`config.mk`:
```
export PLATFORM = sky130hd
export DESIGN_NAME = pport_dual
export DESIGN_NICKNAME = d
export VERILOG_FILES = /design/src/rtl/pport_pkg.sv /design/src/rtl/pport_bus_capture.sv /design/src/rtl/pport_bank.sv /design/src/rtl/pport_read_mux.sv /design/src/rtl/pport_dual.sv
export SDC_FILE = /design/constraint.sdc
export NUM_CORES = 1
export LEC_CHECK = 0
export ABC_AREA = 0
export BUFFER_PORTS_ARGS = -buffer_cell sky130_fd_sc_hd__buf_2
export CAP_MARGIN = 10
export CORE_MARGIN = 3
export CORE_UTILIZATION = 40
export CTS_CLUSTER_DIAMETER = 100
export CTS_CLUSTER_SIZE = 10
export DETAILED_ROUTE_END_ITERATION = 6
export HOLD_SLACK_MARGIN = 0.03
export PLACE_DENSITY_LB_ADDON = 0.2
export SLEW_MARGIN = 20
export SYNTH_ARGS = -nofsm -noshare
export SYNTH_HDL_FRONTEND = slang
export SYNTH_SLANG_ARGS = --single-unit
```
`constraint.sdc`:
```
create_clock -name clk -period 2.3 [get_ports clk]
set_input_delay 0.115 -clock clk [delete_from_list [all_inputs] [get_ports clk]]
set_output_delay 0.115 -clock clk [all_outputs]
set_load 0.01 [all_outputs]
```
`src/rtl/pport_pkg.sv`:
```
package pport_pkg;

    localparam int DATA_W  = 8;
    localparam int IDX_W   = 4;
    localparam int N_PORTS = 2;

    // Bank order: bank 0 is port B, bank 1 is port A
    localparam int BANK_B = 0;
    localparam int BANK_A = 1;

    typedef logic [DATA_W-1:0] byte_t;
    typedef logic [IDX_W-1:0]  idx_t;

    typedef struct packed {
        logic  sel;
        logic  wr;
        idx_t  idx;
        byte_t data;
    } bus_req_t;

    typedef struct packed {
        byte_t latch;
        byte_t dir;
    } bank_state_t;

    // Output bits show the latch; input bits show the pin
    function automatic byte_t pin_view(input byte_t latch, input byte_t dir, input byte_t pin);
        return (latch & dir) | (pin & ~dir);
    endfunction

endpackage

```
`src/rtl/pport_bus_capture.sv`:
```
module pport_bus_capture
    import pport_pkg::*;
(
    input  logic     clk,
    input  logic     rst_n,
    input  logic     ph2,
    input  logic     sel_hi,
    input  logic     sel_lo_n,
    input  logic     rd_wr_n,
    input  idx_t     reg_idx,
    input  byte_t    bus_din,
    output bus_req_t req,
    output logic     commit
);

    logic     ph2_q;
    bus_req_t cap;

    // Bus values are sampled while phase-2 is high
    always_ff @(posedge clk) begin
        if (ph2) begin
            cap.sel  <= sel_hi & ~sel_lo_n;
            cap.wr   <= ~rd_wr_n;
            cap.idx  <= reg_idx;
            cap.data <= bus_din;
        end
    end

    always_ff @(posedge clk) begin
        if (!rst_n) ph2_q <= 1'b0;
        else        ph2_q <= ph2;
    end

    assign req    = cap;
    assign commit = ph2_q & ~ph2 & cap.sel & cap.wr;

endmodule

```
`src/rtl/pport_bank.sv`:
```
module pport_bank
    import pport_pkg::*;
#(
    parameter int OUT_IDX = 0,
    parameter int DIR_IDX = 2
) (
    input  logic        clk,
    input  logic        rst_n,
    input  logic        commit,
    input  bus_req_t    req,
    output bank_state_t state
);

    localparam idx_t OUT_SEL = idx_t'(OUT_IDX);
    localparam idx_t DIR_SEL = idx_t'(DIR_IDX);

    bank_state_t st_q;

    always_ff @(posedge clk) begin
        if (!rst_n) begin
            st_q <= '0;
        end else if (commit) begin
            if (req.idx == OUT_SEL) st_q.latch <= req.data;
            if (req.idx == DIR_SEL) st_q.dir   <= req.data;
        end
    end

    assign state = st_q;

endmodule

```
`src/rtl/pport_read_mux.sv`:
```
module pport_read_mux
    import pport_pkg::*;
#(
    parameter int NB = N_PORTS
) (
    input  idx_t                 reg_idx,
    input  bank_state_t [NB-1:0] banks,
    input  byte_t       [NB-1:0] pins,
    output byte_t                rdata
);

    always_comb begin
        rdata = '0;
        for (int k = 0; k < NB; k++) begin
            if (reg_idx == idx_t'(k))
                rdata = pin_view(banks[k].latch, banks[k].dir, pins[k]);
            if (reg_idx == idx_t'(k + NB))
                rdata = banks[k].dir;
        end
    end

endmodule

```
`src/rtl/pport_dual.sv`:
```
module pport_dual
    import pport_pkg::*;
(
    input  logic                clk,
    input  logic                rst_n,
    input  logic                ph2,
    input  logic                sel_hi,
    input  logic                sel_lo_n,
    input  logic                rd_wr_n,
    input  logic [IDX_W-1:0]    reg_idx,
    input  logic [DATA_W-1:0]   bus_din,
    output logic [DATA_W-1:0]   bus_dout,
    output logic                bus_doe,
    input  logic [DATA_W-1:0]   porta_in,
    output logic [DATA_W-1:0]   porta_out,
    output logic [DATA_W-1:0]   porta_dir,
    input  logic [DATA_W-1:0]   portb_in,
    output logic [DATA_W-1:0]   portb_out,
    output logic [DATA_W-1:0]   portb_dir
);

    bus_req_t                   req;
    logic                       commit;
    bank_state_t [N_PORTS-1:0]  banks;
    byte_t       [N_PORTS-1:0]  pins;

    pport_bus_capture u_cap (
        .clk      (clk),
        .rst_n    (rst_n),
        .ph2      (ph2),
        .sel_hi   (sel_hi),
        .sel_lo_n (sel_lo_n),
        .rd_wr_n  (rd_wr_n),
        .reg_idx  (reg_idx),
        .bus_din  (bus_din),
        .req      (req),
        .commit   (commit)
    );

    for (genvar b = 0; b < N_PORTS; b++) begin : g_bank
        pport_bank #(
            .OUT_IDX (b),
            .DIR_IDX (b + N_PORTS)
        ) u_bank (
            .clk    (clk),
            .rst_n  (rst_n),
            .commit (commit),
            .req    (req),
            .state  (banks[b])
        );
    end

    assign pins[BANK_B] = portb_in;
    assign pins[BANK_A] = porta_in;

    pport_read_mux #(.NB(N_PORTS)) u_rmux (
        .reg_idx (reg_idx),
        .banks   (banks),
        .pins    (pins),
        .rdata   (bus_dout)
    );

    assign bus_doe   = sel_hi & ~sel_lo_n & rd_wr_n & ph2;

    assign porta_out = banks[BANK_A].latch;
    assign porta_dir = banks[BANK_A].dir;
    assign portb_out = banks[BANK_B].latch;
    assign portb_dir = banks[BANK_B].dir;

endmodule

```
* Word level (Yosys, flattened, before mapping)
Index checks and enable logic that the tools add are counted.
** Storage, ports and cells
- Register bits after elaboration :: 47
- Input bits :: 34
- Output and inout port bits :: 41
** Cells by class
- Equality and inequality tests :: 6
- Mux-type cells :: 4
- Bitwise operators :: 17
- Reduce and logical (&&, ||, !) cells :: 6
** Operators by type and width (number)
- 8-bit bitwise AND :: 4
- 8-bit 2-to-1 mux :: 4
- 4-bit by 2-bit == test with 1-bit output (second input constant) :: 4
- 8-bit NOT :: 2
- 8-bit OR :: 2
- 4-bit by 1-bit == test with 1-bit output (second input constant) :: 2
- 4-bit logical NOT :: 2
- 2-bit AND reduction :: 4
- 1-bit bitwise AND :: 6
- 1-bit NOT :: 3

* Logic depth before layout (Yosys ltp)
Gate-level depths: netlist of run 1.
- Word-level depth :: 7
- Depth in mapped cells :: 5
- Gate-level depth less buffers :: 4

* Modules after synthesis
From an unflattened synthesis of run 1, not the netlist that was laid out.
** Unflattened totals
- Cell total of the unflattened synthesis :: 207
- Area, all modules :: 2120.8 sq um
** Modules (own cells, without submodules)
- pport_bank at g_bank[0].u_bank :: instances 1, cells each 62, area each 638.1 sq um, seq. area each 320.3 sq um
- pport_bank at g_bank[1].u_bank :: instances 1, cells each 62, area each 629.4 sq um, seq. area each 320.3 sq um
- pport_bus_capture :: instances 1, cells each 19, area each 467.9 sq um, seq. area each 440.4 sq um
- pport_read_mux :: instances 1, cells each 63, area each 375.4 sq um, seq. area each 0.0 sq um
- pport_dual :: instances 1, cells each 1, area each 10.0 sq um, seq. area each 0.0 sq um

* Least setup slack after synthesis of run 1
Ideal clock, no wire load.
- Path type :: register -> register
- Start point :: reg u_cap.cap (netlist bit u_cap.req[11])
- End point :: reg g_bank[0].u_bank.st_q (netlist bit g_bank[0].u_bank.state[10])
- Library setup time :: 0.116 ns
- Data arrival time :: 1.758 ns
- Data required time :: 2.184 ns
- Setup slack :: 0.426 ns
- Cell stages (with the launch flop) :: 6
- Path buffers :: 1
- Clock period less this slack :: 1.874 ns
- Cells stage by stage :: edfxtp_1 -> or4b_4 -> or4_1 -> buf_2 -> mux2i_1 -> nor2b_1
** Between the ends
- Word-level cells in the longest chain between the ends :: 2
** RTL lines
- start, declared :: line pport_bus_capture.sv:17 : bus_req_t cap;
- 4-bit logical NOT :: line pport_bank.sv:23 : if (req.idx == OUT_SEL) st_q.latch <= req.data;
- 2-bit AND reduction (no line)
- end, declared :: line pport_bank.sv:17 : bank_state_t st_q;
Every way passes these cells.
A chain may end at the register's enable or synchronous reset.

* Final worst setup path of run 1
- Start point :: reg u_cap.cap (netlist bit u_cap.req[11])
- End point :: reg g_bank[0].u_bank.st_q (netlist bit g_bank[0].u_bank.state[8])
Same word-level chain as after synthesis.

==> results.md, run 1 <==
* Post-CTS Repair Setup Buffers at 0
* Crit share post-route at about nine tenths
* Slew Viols, Final at 0
* Crit path max-delay family: simple AND/OR/NAND/NOR gates
* Seq cells post-synth at 47
* Full die area at about 0.006 mm^2
* Run status: finished, final reports clean
* Layout area overhead at 30.0%
* # port buffers at 74
* Hold path startpoint: reg_idx[2]
* CTS Root Cell: clkbuf_8
* Tmin final at 2.07 ns
* Area of the core at between 0.004 and 0.005 mm^2
* Total grt overflow at 0
* Io pins at 75
* Critical path startpoint category: flip-flop
* Most frequent cells in the layout: 74 x buf_2, 33 x nor2b_1, 33 x dfxtp_1
* Slowest cell on crit path: or4_1
* Crit path kind: reg2reg
* Largest net degree at the start of global routing at 34
* Initial antenna violation count at 0
* Setup violators final at 0
* Critical-path cell list: or4b_4, or4_1, mux2i_1, nor2b_1
* # Max-Cap Violations at 0
* # H-tree levels at 2
* Seq/Total Area, Yosys at 51.2%
* Worst Clk Skew at ~0.0079 ns
* Vias after detailed routing at ~1800
* Final Hold Vio Count at 0
* Final Non-Filler Cells at approximately 350
* Vias in the first global route at 1473
* Die span in y at 78.6 um
* DR vias/cell at ~5
* TritonCTS Sinks at 47
* Slowest stage delay, CP at roughly 0.73 ns
* Syn Inst Count at a little over 200
* Antenna viol nets, final at 0
* Worst path bufs/invs at 0
* R2R cell count at 4
* WL/cell at roughly 15 um
* ANT cells at 0
* Distinct cells, synth at 22
* Synthesized area at 0.00211 mm^2
* Clock Latency Late Sink at just under 0.3 ns
* Critical path fanouts, max at 8
* RSZ-0062 raised after global routing: false
* Cts bufs inserted at 5
* TritonRoute pass-1 iters at 4
* First-pass GRT wire length at 8.24 mm
* Lkg Pwr at around 1.1 nW
* CP endpoint kind: flip-flop
* Worst slew margin at between 60 and 70%
* GPL Wtd Cong at 0.742
* DP HPWL at 3.82 mm
* Power density over cell area at approximately 590 mW/mm^2
* Hold Crit Endpoint: u_cap.req[10]
* Hold Path Depth at 1
* Reg2Reg Setup Slack at approximately 0.23 ns
* Critical Path RT at between 2 and 2.5 ns
* Chip Width at 78.6 um
* Site row count at 25
* Yosys warning total at 0
* Cells after DPL at approximately 340
* CTS tree: done
* CTS Buffer Depth at 2
* Largest vdd supply drop at approximately 0.42 mV
* Syn avg cell area at approximately 10 um^2
* WL final at between 5 and 6 mm
* Critical path data arrival time at between 2 and 2.5 ns
* Reg-to-Reg Start: u_cap.req[11]
* Layout cells sized above 1 at about a third
* Initial Util at between 40% and 50%
* Post-route DRC at 0
* Commonest non-fill, non-tap cell in the layout: buf_2
* Class of the worst hold path: in2reg
* GRT Overall Usage at 17.4%
* Tightest Pin Transition at between 0.5 and 0.6 ns
* Nets@finish at around 320
* Setup_tns at 0 ns
* Reg clk slew, reported paths at 0.09 ns
* Syn Nets at between 200 and 250
* Crit Reg-Reg Endpoint: g_bank[0].u_bank.state[8]
* Drt initial violations at 83
* Max Clk Rate at 483 MHz
==> per-layer routing <==
layer,GRT usage [%],wire length (um),vias up
met5,0,0,-
met3,4.36,344,5
li1,-,-,875
met4,4.72,46,0
met2,25.9,2340,61
met1,25.0,2580,810
==> cells by family after synthesis <==
logic type	synth area share (%)
simple gates	16.4
compound gates	13.3
flops	51.2
mux	15.2
buf+inv	3.86
==> per-stage QoR <==
step / util [%] / setup WS, ns / power (mW) / instance area, um^2 / hold WS [ns]
6_report: 55.8 / 0.230 / 1.61 / 2740 / 0.0485
3_3_place_gp: 52.1 / 0.255 / 1.03 / 2560 / 0.292
2_1_floorplan: - / 0.426 / 0.966 / 2110 / 0.214
5_1_grt: 55.8 / 0.104 / 1.68 / 2740 / 0.0348
3_5_place_dp: 52.1 / 0.241 / 1.03 / 2560 / 0.296
4_1_cts: 55.8 / 0.220 / 1.62 / 2740 / 0.0513
==> final cells by class <==
| class | count | area (um^2) |
|---|---|---|
| multi-input combinational | 134 | 953 |
| tap | 67 | 83.8 |
| clock buffer | 7 | 76.3 |
| inverter | 10 | 37.5 |
| fill | 439 | 2170 |
| clock inverter | 1 | 30.0 |
| timing repair buffer | 86 | 480 |
| sequential | 47 | 1080 |
==> synthesized netlist by cell type <==
cell type / instances / area (um^2)
o22ai_1: 8 / 50.1
nor4b_1: 1 / 8.76
inv_1: 10 / 37.5
nor4_4: 1 / 21.3
buf_2: 2 / 10.0
or4_1: 1 / 7.51
nor2_1: 9 / 33.8
nand2_1: 3 / 11.3
edfxtp_1: 14 / 420
dfxtp_1: 33 / 661
mux2i_1: 32 / 320
o21ai_0: 16 / 80.1
or4b_4: 1 / 13.8
nor2b_1: 33 / 206
and3_2: 1 / 7.51
o22a_1: 8 / 70.1
and2_2: 1 / 7.51
nor3_4: 1 / 16.3
or3_1: 2 / 12.5
clkbuf_1: 8 / 30.0
buf_1: 1 / 3.75
a21oi_1: 16 / 80.1
==> worst max-delay path by stage <==
stage | startpoint | to | slack (ns) | cells past startpoint
global placement | u_cap.req[11] | g_bank[0].u_bank.state[13] | 0.26 | 4
detailed placement | u_cap.req[11] | g_bank[0].u_bank.state[13] | 0.24 | 4
global route | u_cap.req[10] | g_bank[0].u_bank.state[8] | 0.10 | 4
floorplan | u_cap.req[11] | g_bank[0].u_bank.state[10] | 0.43 | 5
CTS | u_cap.req[11] | g_bank[0].u_bank.state[8] | 0.22 | 4
finish | u_cap.req[11] | g_bank[0].u_bank.state[8] | 0.23 | 4
==> power breakdown <==
| part | switching, mW | total [mW] | internal (mW) |
|---|---|---|---|
| Clock | 0.261 | 0.586 | 0.325 |
| Sequential | 0.0212 | 0.898 | 0.876 |
| Combinational | 0.0633 | 0.124 | 0.0604 |
| Total | 0.345 | 1.61 | 1.26 |
==> timing repair <==
action                    in CTS  in global routing
hold endpoints to repair       8                  0
resized for setup              0                  0
hold buffers                   8                  0
==> sequential cells by signal, indices dropped and copies added (netlist names) <==
name and flops:
u_cap.req 14, u_cap.ph2_q 1, g_bank.u_bank.state 32
Power figures use the tool's default switching activity.
==> run 2: changes to the inputs <==
--- a/config.mk
+++ b/config.mk
@@ -5,7 +5,7 @@
 export SDC_FILE = /design/constraint.sdc
 export NUM_CORES = 1
 export LEC_CHECK = 0
-export ABC_AREA = 0
+export ABC_AREA = 1
 export BUFFER_PORTS_ARGS = -buffer_cell sky130_fd_sc_hd__buf_2
 export CAP_MARGIN = 10
 export CORE_MARGIN = 3
==> run 2 against run 1 <==
Final cell count increased by 35%; flip-flop and latch count unchanged; worst hold slack got worse by 0.014 ns; synthesized cell count grew 62%; design area grew 6.1%; clock-buffer cell count shrank 1; die area is 12% higher; clock skew decreased by 0.00095 ns; power fell by 3.4%; sequential power down 1%; critical endpoint is now bus_dout[5]; largest cell class unchanged; largest power group unchanged; highest routed layer unchanged.
==> results.md, run 2 <==
* Crit path kind: reg2out
* CTS Buffer Depth at 2 (unchanged)
* GRT Overall Usage at 18.7% (+1.3 points)
* Synthesized area at 0.00238 mm^2 (+13%)
* Syn avg cell area at 7.28 um^2 (-30%)
* Cts bufs inserted at 5 (unchanged)
* Reg2Reg Setup Slack at 0.97 ns (+0.74 ns)
* Layout area overhead at 22.2%
* Initial Util at 42.2% (-0.77 points)
* Site row count at 27 (+8.0%)
* Worst Clk Skew at 0.00697 ns (-0.000951 ns)
* First-pass GRT wire length at 10.6 mm (+28%)
* Die span in y at 83.1 um (+5.7%)
* Finished Core Util at 51.6% (-4.3 points)
* Hold Path Depth at 1 (unchanged)
* Drt initial violations at 141 (+70%)
* Critical path startpoint category: flip-flop
* WL/cell at 13.1 um (-13%)
* Tightest Pin Transition at 0.616 ns (+0.0720 ns)
* CTS Root Cell: clkbuf_8
* Syn Inst Count at 327 (+62%)
* Largest net degree at the start of global routing at 49 (+44%)
* Total power at 1.55 mW (-3.4%)
* Asr flop ratio synth at 0% (unchanged)
* Syn Nets at 361 (+53%)
* # H-tree levels at 2 (unchanged)
* R2R cell count at 6 (+2)
* Largest area contributor in the netlist: dfxtp_1
* Setup violators final at 0 (unchanged)
* WL final at 6.23 mm (+17%)
* Max FFs per register at 32 (unchanged)
* Final instance area at 0.00291 mm^2 (+6.1%)
* Tmin final at 1.38 ns (-0.688 ns)
* Class of the worst hold path: in2reg
* Reg clk slew, reported paths at 0.08 ns (about the same)
* Vias in the first global route at 2136 (+45%)
* Slew Viols, Final at 0 (unchanged)
* Setup_tns at 0 ns (unchanged)
* Total grt overflow at 0 (unchanged)
* DR vias/cell at 4.85 (-2.5%)
* Lkg Pwr at 1.36 nW (+20%)
* Seq/Total Area, Yosys at 45.4% (-5.8 points)
* # Max-Cap Violations at 0 (unchanged)
* Critical path fanouts, max at 5 (-3)
* Critical Path RT at 2.18 ns (-0.31 ns)
* Full die area at 0.00691 mm^2 (+12%)
* CTS tree: done
* Vias after detailed routing at 2303 (+32%)
* Placement Cell Area at 0.00274 mm^2 (+7.3%)
* Io pins at 75 (unchanged)
* ANT cells at 0 (unchanged)
* Final Hold Vio Count at 0 (unchanged)
* Critical path data arrival time at 1.27 ns (-0.99 ns)
* Post-route DRC at 0 (unchanged)
* Slowest cell on crit path: dfxtp_1
* Most common cell in the netlist: nand2_1
* Commonest non-fill, non-tap cell in the layout: nand2_1
* Crit Reg-Reg Endpoint: g_bank[0].u_bank.state[14]
* Distinct cells, synth at 19 (-14%)
* Ranking of synthesized cells by area: dfxtp_1 28%, edfxtp_1 18%, nand2_1 12%
* Reg-to-Reg Start: u_cap.req[12]
* Clock Latency Late Sink at 0.31 ns (+0.02 ns)
* Cells after DPL at 459 (+37%)
* Critical-path cell list: o21ai_0, nand2_1, nand4_1, buf_2
* Initial antenna violation count at 0 (unchanged)
* Dominant synthesized flop cell: dfxtp_1
* Run status: finished, final reports clean
* Power density over cell area at 534 mW/mm^2 (-8.9%)
* Yosys warning total at 0 (unchanged)
* Area of the core at 0.00564 mm^2 (+15%)
* Max Clk Rate at 723 MHz (+50%)
* Number of synthesized flops with an enable pin at 14 (unchanged)
* TritonCTS Sinks at 47 (unchanged)
* # port buffers at 74 (unchanged)
* Yosys top cell area share at 27.8% (-3.6 points)
* Nets@finish at 436 (+37%)
* RSZ-0062 raised after global routing: false
* DP HPWL at 4.48 mm (+17%)
* CP Launch Point: g_bank[0].u_bank.state[5]
* TritonRoute pass-1 iters at 4 (unchanged)
* Most frequent cells in the layout: 75 x nand2_1, 74 x buf_2, 51 x nor2_1
* Largest vdd supply drop at 0.291 mV (-31%)
* Chip Width at 83.1 um (+5.7%)
* Worst setup path end: bus_dout[5]
* Final Non-Filler Cells at 475 (+35%)
* CP endpoint kind: primary output
* GPL Wtd Cong at 0.867 (+17%)
* Layout cells sized above 1 at 24.1% (-7.5 points)
* Crit share post-route at 60.1% (-30 points)
* Antenna viol nets, final at 0 (unchanged)
* Slowest stage delay, CP at 0.37 ns (-0.36 ns)
* Seq cells post-synth at 47 (unchanged)
* Worst slew margin at 58.9% (-4.7 points)
* Most instantiated cells after synthesis: 75 x nand2_1, 51 x nor2_1, 34 x inv_1
[run 2: changes by cell type in the layout (fill, tap and decap cells not counted), sizes merged, moves of 8 or more]
cell   delta
nand2    +74
nor2     +52
nor2b    -33
mux2i    -32
nand3    +32
inv      +27
nand4    +25
o22a      -8
o22ai     -8
[run 2: layer usage]
metal / GRT usage, % / vias up / part of all wire, %
met1: 25.0 / 1015 / 48
met3: 3.77 / 7 / 5.4
met4: 4.90 / 0 / 1.1
li1: - / 1212 / -
met5: 0 / - / 0
met2: 30.8 / 69 / 46
[run 2: power by group]
part	switching, mW	leakage [nW]	internal [mW]
registers	0.0115	0.403	0.877
clock network	0.279	0.0412	0.213
logic	0.113	0.919	0.0601
total	0.403	1.36	1.15
[run 2: final cells by class]
cell class | instances | area (um^2)
flip-flops and latches | 47 | 1080
multi-input cells | 228 | 1060
clock buffers | 6 | 72.6
inverters | 37 | 139
fillers | 595 | 2730
repair buffers | 83 | 458
well taps | 72 | 90.1
clock inverters | 2 | 12.5
[run 2: how the worst min path moves through the flow]
stage                           from             to  slack (ns)
after floorplan                  ph2    u_cap.ph2_q        0.21
after global placement    bus_din[0]   u_cap.req[0]        0.29
after detailed placement  bus_din[2]   u_cap.req[2]        0.29
after CTS                 reg_idx[3]  u_cap.req[11]        0.03
after global routing      reg_idx[3]  u_cap.req[11]        0.03
final                     reg_idx[3]  u_cap.req[11]        0.03
[run 2: cells by family after synthesis]
logic type | count (synthesis) | share of synthesized area, %
buffers and inverters | 52 | 10.2
AOI/OAI and AO/OA | 32 | 6.73
and+or+nand+nor | 196 | 37.6
DFF | 47 | 45.4
[run 2: timing repair]
item | CTS | global route
gates resized for setup | 0 | 0
endpoints found under the hold margin | 8 | 0
buffers inserted | 0 | 0
hold buffers | 8 | 0
[run 2: through the flow]
stage	hold WS, ns	worst slack (ns)
after floorplan	0.208	1.18
after global placement	0.292	0.962
after detailed placement	0.293	0.922
after CTS	0.0346	0.898
after global routing	0.0308	0.807
final	0.0348	0.917
[run 2: critical path: cells and delay by family (launching register included)]
kind	cells	cell delay [ns]
flip-flops	1	0.37
AND/OR/NAND/NOR	2	0.19
buffers and inverters	1	0.14
AO/OA/AOI/OAI	1	0.27
